==> src/rtl/quad_pwm_pkg.sv <==
package quad_pwm_pkg;
  // Quadrant code: {reference negative, power returned}
  typedef enum logic [1:0] {
    QM_SRC_POS = 2'b00,
    QM_RET_POS = 2'b01,
    QM_SRC_NEG = 2'b10,
    QM_RET_NEG = 2'b11
  } quad_mode_e;
endpackage

==> src/rtl/quad_pwm_capture.sv <==
module quad_pwm_capture
  import quad_pwm_pkg::*;
#(
  parameter int RAMP_W = 8,
  parameter int ERR_W  = 8,
  parameter int REF_W  = 12
) (
  input  logic                    clk,
  input  logic                    rst_n,
  input  logic                    ilim,
  input  logic signed [REF_W-1:0] ref_smp,
  input  logic signed [ERR_W-1:0] err_code,
  input  logic [RAMP_W-1:0]       ramp,
  output quad_mode_e              cur_mode,
  output logic [RAMP_W-1:0]       cur_duty,
  output logic                    kill,
  output logic                    range_ok
);
  localparam int MAG_W = ERR_W + 1;
  localparam logic [MAG_W-1:0] CAP_M = MAG_W'(2**(RAMP_W-1) - 1);

  logic              wrap;
  logic [MAG_W-1:0]  mag;
  logic [RAMP_W-1:0] new_duty;
  quad_mode_e        new_mode;
  quad_mode_e        mode_q;
  logic [RAMP_W-1:0] duty_q;
  logic              kill_q;

  always_comb begin
    wrap     = (ramp == '0);
    mag      = err_code[ERR_W-1] ? ({1'b0, ~err_code} + MAG_W'(1))
                                 : {1'b0, err_code};
    new_duty = (mag > CAP_M) ? CAP_M[RAMP_W-1:0] : mag[RAMP_W-1:0];
    new_mode = quad_mode_e'({ref_smp[REF_W-1], err_code[ERR_W-1]});
    cur_mode = wrap ? new_mode : mode_q;
    cur_duty = wrap ? new_duty : duty_q;
    kill     = ilim | (kill_q & ~wrap);
    range_ok = (mag != '0) && (mag <= CAP_M);
  end

  always_ff @(posedge clk or negedge rst_n) begin
    if (!rst_n) begin
      mode_q <= QM_SRC_POS;
      duty_q <= '0;
    end else if (wrap) begin
      mode_q <= new_mode;
      duty_q <= new_duty;
    end
  end

  always_ff @(posedge clk or negedge rst_n) begin
    if (!rst_n) kill_q <= 1'b0;
    else        kill_q <= kill;
  end
endmodule

==> src/rtl/quad_pwm_gen.sv <==
module quad_pwm_gen #(
  parameter int RAMP_W = 8
) (
  input  logic [RAMP_W-1:0] ramp,
  input  logic [RAMP_W-1:0] duty,
  output logic              pwm,
  output logic              rect
);
  always_comb begin
    pwm  = (ramp < duty);
    rect = ~ramp[RAMP_W-1] & ~pwm;
  end
endmodule

==> src/rtl/quad_gate_steer.sv <==
module quad_gate_steer
  import quad_pwm_pkg::*;
(
  input  logic       clk,
  input  logic       rst_n,
  input  logic       en,
  input  logic       kill,
  input  quad_mode_e mode,
  input  logic       pwm,
  input  logic       rect,
  input  logic       range_ok,
  output logic       gate_pri,
  output logic       gate_pch_n,
  output logic       gate_nch,
  output logic       duty_ok
);
  logic pri_d, pch_d, nch_d, live;

  always_comb begin
    pri_d = 1'b0;
    pch_d = 1'b0;
    nch_d = 1'b0;
    live  = en & ~kill;
    unique case (mode)
      QM_SRC_POS: begin pri_d = pwm; pch_d = rect; end
      QM_RET_POS: nch_d = pwm;
      QM_SRC_NEG: begin pri_d = pwm; nch_d = rect; end
      QM_RET_NEG: pch_d = pwm;
      default: ;
    endcase
    pri_d = pri_d & live;
    pch_d = pch_d & live;
    nch_d = nch_d & live;
  end

  always_ff @(posedge clk or negedge rst_n) begin
    if (!rst_n) begin
      gate_pri   <= 1'b0;
      gate_pch_n <= 1'b1;
      gate_nch   <= 1'b0;
      duty_ok    <= 1'b0;
    end else begin
      gate_pri   <= pri_d;
      gate_pch_n <= ~pch_d;
      gate_nch   <= nch_d;
      duty_ok    <= range_ok;
    end
  end
endmodule

==> src/rtl/quad_pwm_steer.sv <==
module quad_pwm_steer
  import quad_pwm_pkg::*;
#(
  parameter int RAMP_W = 8,
  parameter int ERR_W  = 8,
  parameter int REF_W  = 12
) (
  input  logic                    clk,
  input  logic                    rst_n,
  input  logic                    en,
  input  logic                    ilim,
  input  logic signed [REF_W-1:0] ref_smp,
  input  logic signed [ERR_W-1:0] err_code,
  input  logic [RAMP_W-1:0]       ramp,
  output logic                    gate_pri,
  output logic                    gate_pch_n,
  output logic                    gate_nch,
  output logic                    duty_ok
);
  quad_mode_e        cur_mode;
  logic [RAMP_W-1:0] cur_duty;
  logic              kill, range_ok, pwm, rect;

  quad_pwm_capture #(.RAMP_W(RAMP_W), .ERR_W(ERR_W), .REF_W(REF_W)) u_cap (
    .clk(clk), .rst_n(rst_n), .ilim(ilim), .ref_smp(ref_smp),
    .err_code(err_code), .ramp(ramp), .cur_mode(cur_mode),
    .cur_duty(cur_duty), .kill(kill), .range_ok(range_ok)
  );

  quad_pwm_gen #(.RAMP_W(RAMP_W)) u_gen (
    .ramp(ramp), .duty(cur_duty), .pwm(pwm), .rect(rect)
  );

  quad_gate_steer u_steer (
    .clk(clk), .rst_n(rst_n), .en(en), .kill(kill), .mode(cur_mode),
    .pwm(pwm), .rect(rect), .range_ok(range_ok),
    .gate_pri(gate_pri), .gate_pch_n(gate_pch_n),
    .gate_nch(gate_nch), .duty_ok(duty_ok)
  );
endmodule

==> config.mk <==
export PLATFORM = sky130hd
export DESIGN_NAME = quad_pwm_steer
export DESIGN_NICKNAME = d
export VERILOG_FILES = /design/src/rtl/quad_pwm_pkg.sv /design/src/rtl/quad_pwm_capture.sv /design/src/rtl/quad_pwm_gen.sv /design/src/rtl/quad_gate_steer.sv /design/src/rtl/quad_pwm_steer.sv
export SDC_FILE = /design/constraint.sdc
export NUM_CORES = 1
export LEC_CHECK = 0
export ABC_AREA = 1
export CAP_MARGIN = 5
export CORE_ASPECT_RATIO = 0.9
export CORE_UTILIZATION = 49
export DETAILED_ROUTE_END_ITERATION = 8
export PLACE_DENSITY_LB_ADDON = 0.12
export SYNTH_ARGS = -nofsm -noshare
export SYNTH_HDL_FRONTEND = slang
export SYNTH_HIERARCHICAL = 1
export SYNTH_SLANG_ARGS = --single-unit
==> constraint.sdc <==
create_clock -name clk -period 4.4 [get_ports clk]
set_clock_uncertainty 0.1 [all_clocks]
set_input_delay 0.88 -clock clk [delete_from_list [all_inputs] [get_ports clk]]
set_output_delay 0.88 -clock clk [all_outputs]
set_load 0.01 [all_outputs]
---- Yosys cells after proc, flatten, opt, wreduce, memory -nomap -nowiden ----
Cells that the tools add are included.
word-level totals
  register bits after elaboration ......... 15
cells by class
  $add $sub $neg .......................... 1
  mux-type cells .......................... 7
  bitwise operators ....................... 13
  magnitude comparators ................... 3
  reductions and logical operators ........ 5
  equality and inequality tests ........... 3
operators with widths
  operator                                                                           number
  8-bit two-way mux                                                                  2
  8-bit by 1-bit adder with 9-bit output (second input constant)                     1
  9-bit by 7-bit greater-than comparator with 1-bit output (second input constant)   1
  9-bit by 7-bit less-or-equal comparator with 1-bit output (second input constant)  1
  9-bit two-way mux                                                                  1
  9-bit nonzero test                                                                 1
  8-bit zero test                                                                    1
  8-bit less-than comparator                                                         1
  8-bit NOT                                                                          1
  1-bit bitwise AND                                                                  6
  1-bit NOT                                                                          5
  2-bit == test (second input constant)                                              2
  1-bit one-hot mux with 2 select lines                                              2
  2-bit by 1-bit == test with 1-bit output (second input constant)                   1
  2-bit zero test                                                                    1
  2-bit two-way mux                                                                  1
  2-bit OR reduction                                                                 1
  1-bit logical AND                                                                  1
  1-bit two-way mux                                                                  1
  1-bit bitwise OR                                                                   1

---- Depth between registers and ports, before layout ----
  word-level depth ........................ 12
  gate-level depth with buffers ........... 20
  depth with buffers taken out ............ 20

---- Cells and area by module ----
Netlist, hierarchy kept.
by module, submodules not included
  module            cells each  area each (µm²)  seq. area each (µm²)  times used
  quad_pwm_capture  92          673.1            275.3                 1
  quad_gate_steer   25          219.0            101.3                 1
  quad_pwm_gen      33          205.2            0.0                   1

---- Worst setup path after synthesis ----
OpenSTA, ideal clock, no wires.
  kind .................................... input-to-reg
  start point ............................. in err_code[0]
  end point ............................... reg u_steer.gate_nch
  stages .................................. 17
  library setup time ...................... 0.115 ns
  arrival time ............................ 2.560 ns
  path slack .............................. 1.625 ns
  path buffers ............................ 0
  data required time ...................... 4.185 ns
  cells stage by stage .................... inv_1 -> ha_1 -> inv_1 -> nor2_1 -> nand3_1 -> nand3_1 -> nand2_1 -> a21oi_1 -> inv_1 -> ha_1 -> nand2_1 -> o21a_1 -> and2_4 -> nand2_1 -> nand2_1 -> inv_1 -> nor2_2
between the ends
  cells in the longest elaborated chain, start to end .. 11
ends and longest elaborated chain
  element                                                   line                    text
  from (decl)                                               quad_pwm_steer.sv:13    input logic signed [ERR_W-1:0] err_code,
  8-bit NOT                                                 quad_pwm_capture.sv:32  mag = err_code[ERR_W-1] ? ({1'b0, ~err_code} + MAG_W'(1))
  8-bit by 1-bit adder with 9-bit output                    quad_pwm_capture.sv:32
  9-bit two-way mux *                                       quad_pwm_capture.sv:32
  9-bit by 7-bit greater-than comparator with 1-bit output  quad_pwm_capture.sv:34  new_duty = (mag > CAP_M) ? CAP_M[RAMP_W-1:0] : mag[RAMP_W-1:0];
  8-bit two-way mux *                                       quad_pwm_capture.sv:34
  8-bit two-way mux *                                       quad_pwm_capture.sv:37  cur_duty = wrap ? new_duty : duty_q;
  via cur_duty[6]                                           quad_pwm_steer.sv:21    logic [RAMP_W-1:0] cur_duty;
  8-bit less-than comparator *                              quad_pwm_gen.sv:10      pwm = (ramp < duty);
  via pwm                                                   quad_pwm_steer.sv:22    logic kill, range_ok, pwm, rect;
  1-bit NOT                                                 quad_pwm_gen.sv:11      rect = ~ramp[RAMP_W-1] & ~pwm;
  1-bit bitwise AND                                         quad_pwm_gen.sv:11
  1-bit one-hot mux with 2 select lines *                   quad_gate_steer.sv:24   unique case (mode)
  1-bit bitwise AND *                                       quad_gate_steer.sv:33   nch_d = nch_d & live;
  via u_steer.nch_d                                         quad_gate_steer.sv:17   logic pri_d, pch_d, nch_d, live;
  to (signal assigned)                                      quad_gate_steer.sv:45   gate_nch <= nch_d;
  to (decl)                                                 quad_gate_steer.sv:14   output logic gate_nch,
The timed path passes the listed nets; every way through them passes the cells marked *.

---- Worst setup path in the final report ----
  start point ............................. in err_code[0]
  end point ............................... reg u_steer.gate_nch
between the ends
  cells in the longest elaborated chain, start to end .. 11
ends and longest elaborated chain
  element                                                   line
  8-bit NOT                                                 quad_pwm_capture.sv:32
  8-bit by 1-bit adder with 9-bit output                    quad_pwm_capture.sv:32
  9-bit two-way mux *                                       quad_pwm_capture.sv:32
  9-bit by 7-bit greater-than comparator with 1-bit output  quad_pwm_capture.sv:34
  8-bit two-way mux *                                       quad_pwm_capture.sv:34
  8-bit two-way mux *                                       quad_pwm_capture.sv:37
  via cur_duty[6]                                           quad_pwm_steer.sv:21
  8-bit less-than comparator *                              quad_pwm_gen.sv:10
  1-bit NOT *                                               quad_pwm_gen.sv:11
  1-bit bitwise AND *                                       quad_pwm_gen.sv:11
  via rect                                                  quad_pwm_steer.sv:22
  1-bit one-hot mux with 2 select lines *                   quad_gate_steer.sv:24
  1-bit bitwise AND *                                       quad_gate_steer.sv:33
  via u_steer.nch_d                                         quad_gate_steer.sv:17
Marks and branches as above.

==> flow_summary.ini <==
[clocking]
h-tree-depth = 1
cts_buffers = 3
clock_latency_ns = 0.28
post_cts_resized = 0
cts_tree = built
cts_root_buffer = clkbuf_4
cts_buffer_depth = 2
cts.sinks = 15
clk_pin_slew_ns = 0.09
post-cts-setup-buffers = 0
hold_buffers = 0

[floorplanning]
rows = 15
ioPinCount = 36
initial_utilization = 0.5464
fp.dieH_um = 46.90
die_w_um = 51.88
design.die.area_um2 = 2433
coreArea_um2 = 2008

[placement]
dp.final_hpwl_mm = 2.066
place.gp.congestion = 0.7815
post-place-ws_ns = 0.7901
io_buffers = 24

[global_route]
grtUsageTotal = 0.2271
grt-busiest-layer = met2
grt_pass1_wl_mm = 3.933
met1_usage = 0.2525
grt_util_met2 = 0.4308
grt_max_degree = 16
grt_pass1_vias = 986
grt_use_met3 = 0.06149
grt_overflow_total = 0
grt_antenna_before_repair = 0

[detailed_routing]
wirelength_mm = 2.498
vias = 1017
drt-vias-per-instance = 5.035
drt_iter0_markers = 25
ant_nets = 0
drc = 0
wl_per_cell_um = 12.37
first_pass_iters = 4

[timing]
hold_violations = 0
finalSetupTns_ns = 0
rsz0062_at_grt = no
period_share = 0.7665
min_period_ns = 3.373
tightest_slew_ns = 0.6728
clock.fmax_mhz = 296.5
final.setup.worst_slack_ns = 1.027
setup_viol = 0
slew_violations = 0
slew_headroom = 0.5501

[logic_synthesis]
synth_top_area_cell = dfrtp_1
yosys_warnings = 6
yosysTopAreaCellShare = 0.3193
syn_inst = 150
netlist_top_cells_area = dfrtp_1 32%, nand2_1 15%, ha_1 14%
syn_area_per_cell_um2 = 7.315
syn_area_um2 = 1097
seq_area_frac_synth = 0.3432
ys_ff_latch = 15
synth_fp_nets = 194
synth.distinct_cells = 23

[worst_setup_path]
cp_cell_sequence = clkdlybuf4s50_1 -> inv_1 -> ha_1 -> inv_1 -> nor2_1 -> nand3_1 -> nand3_1 -> nand2_1 -> a21oi_1 -> inv_1 -> ha_1 -> nand2_1 -> o21a_1 -> a21oi_2 -> nand2_1 -> nand2_1 -> inv_1 -> nor2_2
endpoint_kind = flip-flop
endpoint = u_steer/gate_nch
crit_fanout = 4
start_kind = input pin
cp-startpoint = err_code[0]
r2r-end = u_steer/gate_nch
cpMaxStageDelayCell = clkdlybuf4s50_1
cp_num_cells = 18
r2r_slack_ns = 2.51
r2r_start = u_cap/duty_q[3]
reg2reg_depth = 14
worstPathRequired_ns = 4.52
critPathArrivalTime_ns = 3.49
critPathBufInv = 5
max_stage_delay_ns = 0.43
critPathKind = input pin to flip-flop
crit_family = simple AND/OR/NAND/NOR gates

[layout]
area_delta_synth_final_pct = 26.23
diodes = 0
drive_gt1_frac = 0.1073
n_fill_cell = 181
nets = 222
multi_input_area_um2 = 606.8
regArea_um2 = 376.6

[hold_path]
hold_path_class = flip-flop to flip-flop
min_path_cells = 1

[outcome]
outcome = completed

[power_and_ir_drop]
total_power_mw = 0.3378
power.leakage_nw = 0.7091
peakVddDrop_mv = 0.2124
power_density_nw_per_um2 = 243.9

[run]
maxCapViolations = 0
-- worst min path at each step --
stage	endpoint	startpoint	slack [ns]
after floorplan	u_cap/duty_q[1]	u_cap/duty_q[1]	0.34
after global routing	u_cap/duty_q[1]	u_cap/duty_q[1]	0.42
final	u_cap/kill_q	u_cap/kill_q	0.40
after global placement	u_cap/kill_q	u_cap/kill_q	0.36
after detailed placement	u_cap/duty_q[1]	u_cap/duty_q[1]	0.37
after CTS	u_cap/duty_q[1]	u_cap/duty_q[1]	0.39
-- where the power goes --
| part | internal, mW | switching, mW |
|---|---|---|
| combinational | 0.0489 | 0.0605 |
| sequential | 0.149 | 0.00335 |
| clock | 0.0337 | 0.0428 |
| total | 0.231 | 0.107 |
-- area by class of cell --
class | instances | share of cell area
clock buffers | 3 | 0.01626
clock inverters | 1 | 0.003613
inverters | 27 | 0.07407
multi-input cells | 107 | 0.4381
flip-flops and latches | 15 | 0.2719
well taps | 25 | 0.02258
repair buffers | 24 | 0.1734
-- kinds of logic (layout without fill, tap and decap cells) --
family                     Yosys count  in the layout  share of synthesized area
and+or+nand+nor                     80             80                     0.3387
AOI/OAI and AO/OA                   15             15                    0.07754
adders and majority gates           12             12                     0.1368
buffers and inverters               28             55                     0.1038
DFF                                 15             15                     0.3432
-- through the flow --
step,cells,hold slack (ns),instance area [um2],util
2_1_floorplan,150,0.3447,1097,-
3_3_place_gp,198,0.3608,1358,0.6760
3_5_place_dp,198,0.3661,1358,0.6760
4_1_cts,202,0.3942,1385,0.6897
5_1_grt,202,0.4188,1385,0.6897
6_report,202,0.4033,1385,0.6897
-- worst reg2reg max path, delay by kind of cell (launching register included) --
| family | cells | cell delay (ns) |
|---|---|---|
| AND/OR/NAND/NOR | 8 | 0.53 |
| AO/OA/AOI/OAI | 2 | 0.39 |
| flip-flops | 1 | 0.34 |
| adder cells (fa/ha/maj) | 1 | 0.30 |
| buffers and inverters | 3 | 0.17 |
-- flip-flops by register name (all words and copies together) (netlist names) --
register            count
u_steer/gate_pri        1
u_steer/duty_ok         1
u_cap/kill_q            1
u_steer/gate_nch        1
u_cap/mode_q            2
u_cap/duty_q            8
u_steer/gate_pch_n      1
-- cells in the final DEF, fill, tap and decap left out, drive strengths merged --
master / netlist / routed
nand2: 45 / 45
inv: 26 / 26
clkdlybuf4s50: 0 / 24
nor2: 24 / 24
dfrtp: 14 / 14
ha: 12 / 12
a21oi: 9 / 9
nand3: 8 / 8
clkbuf: 0 / 3
o21ai: 3 / 3
clkinv: 1 / 2
nand4: 1 / 1
nand3b: 1 / 1
a31oi: 1 / 1
a21o: 1 / 1
o21a: 1 / 1
and2: 1 / 1
dfstp: 1 / 1
-- cell usage after synthesis --
| cell | n |
|---|---|
| nand2_1 | 44 |
| inv_1 | 24 |
| nor2_1 | 19 |
| dfrtp_1 | 14 |
| ha_1 | 12 |
| a21oi_1 | 8 |
| nand3_1 | 6 |
| nor2_2 | 3 |
| o21ai_0 | 3 |
| inv_2 | 2 |
| nand3_2 | 2 |
| nor2_4 | 2 |
| a21o_1 | 1 |
| a21oi_2 | 1 |
| a31oi_1 | 1 |
| and2_4 | 1 |
| buf_6 | 1 |
| clkinv_2 | 1 |
| dfstp_2 | 1 |
| nand2_2 | 1 |
| nand3b_1 | 1 |
| nand4_4 | 1 |
| o21a_1 | 1 |
-- per-layer routing --
metal  vias to the layer above  part of all wire  routed length (um)
met2                        32              0.53                1318
li1                        514                 -                   -
met5                         -                 0                   0
met3                         2             0.052                 131
met1                       469              0.41                1027
met4                         0            0.0084                  21
Power figures use the tool's default switching activity.
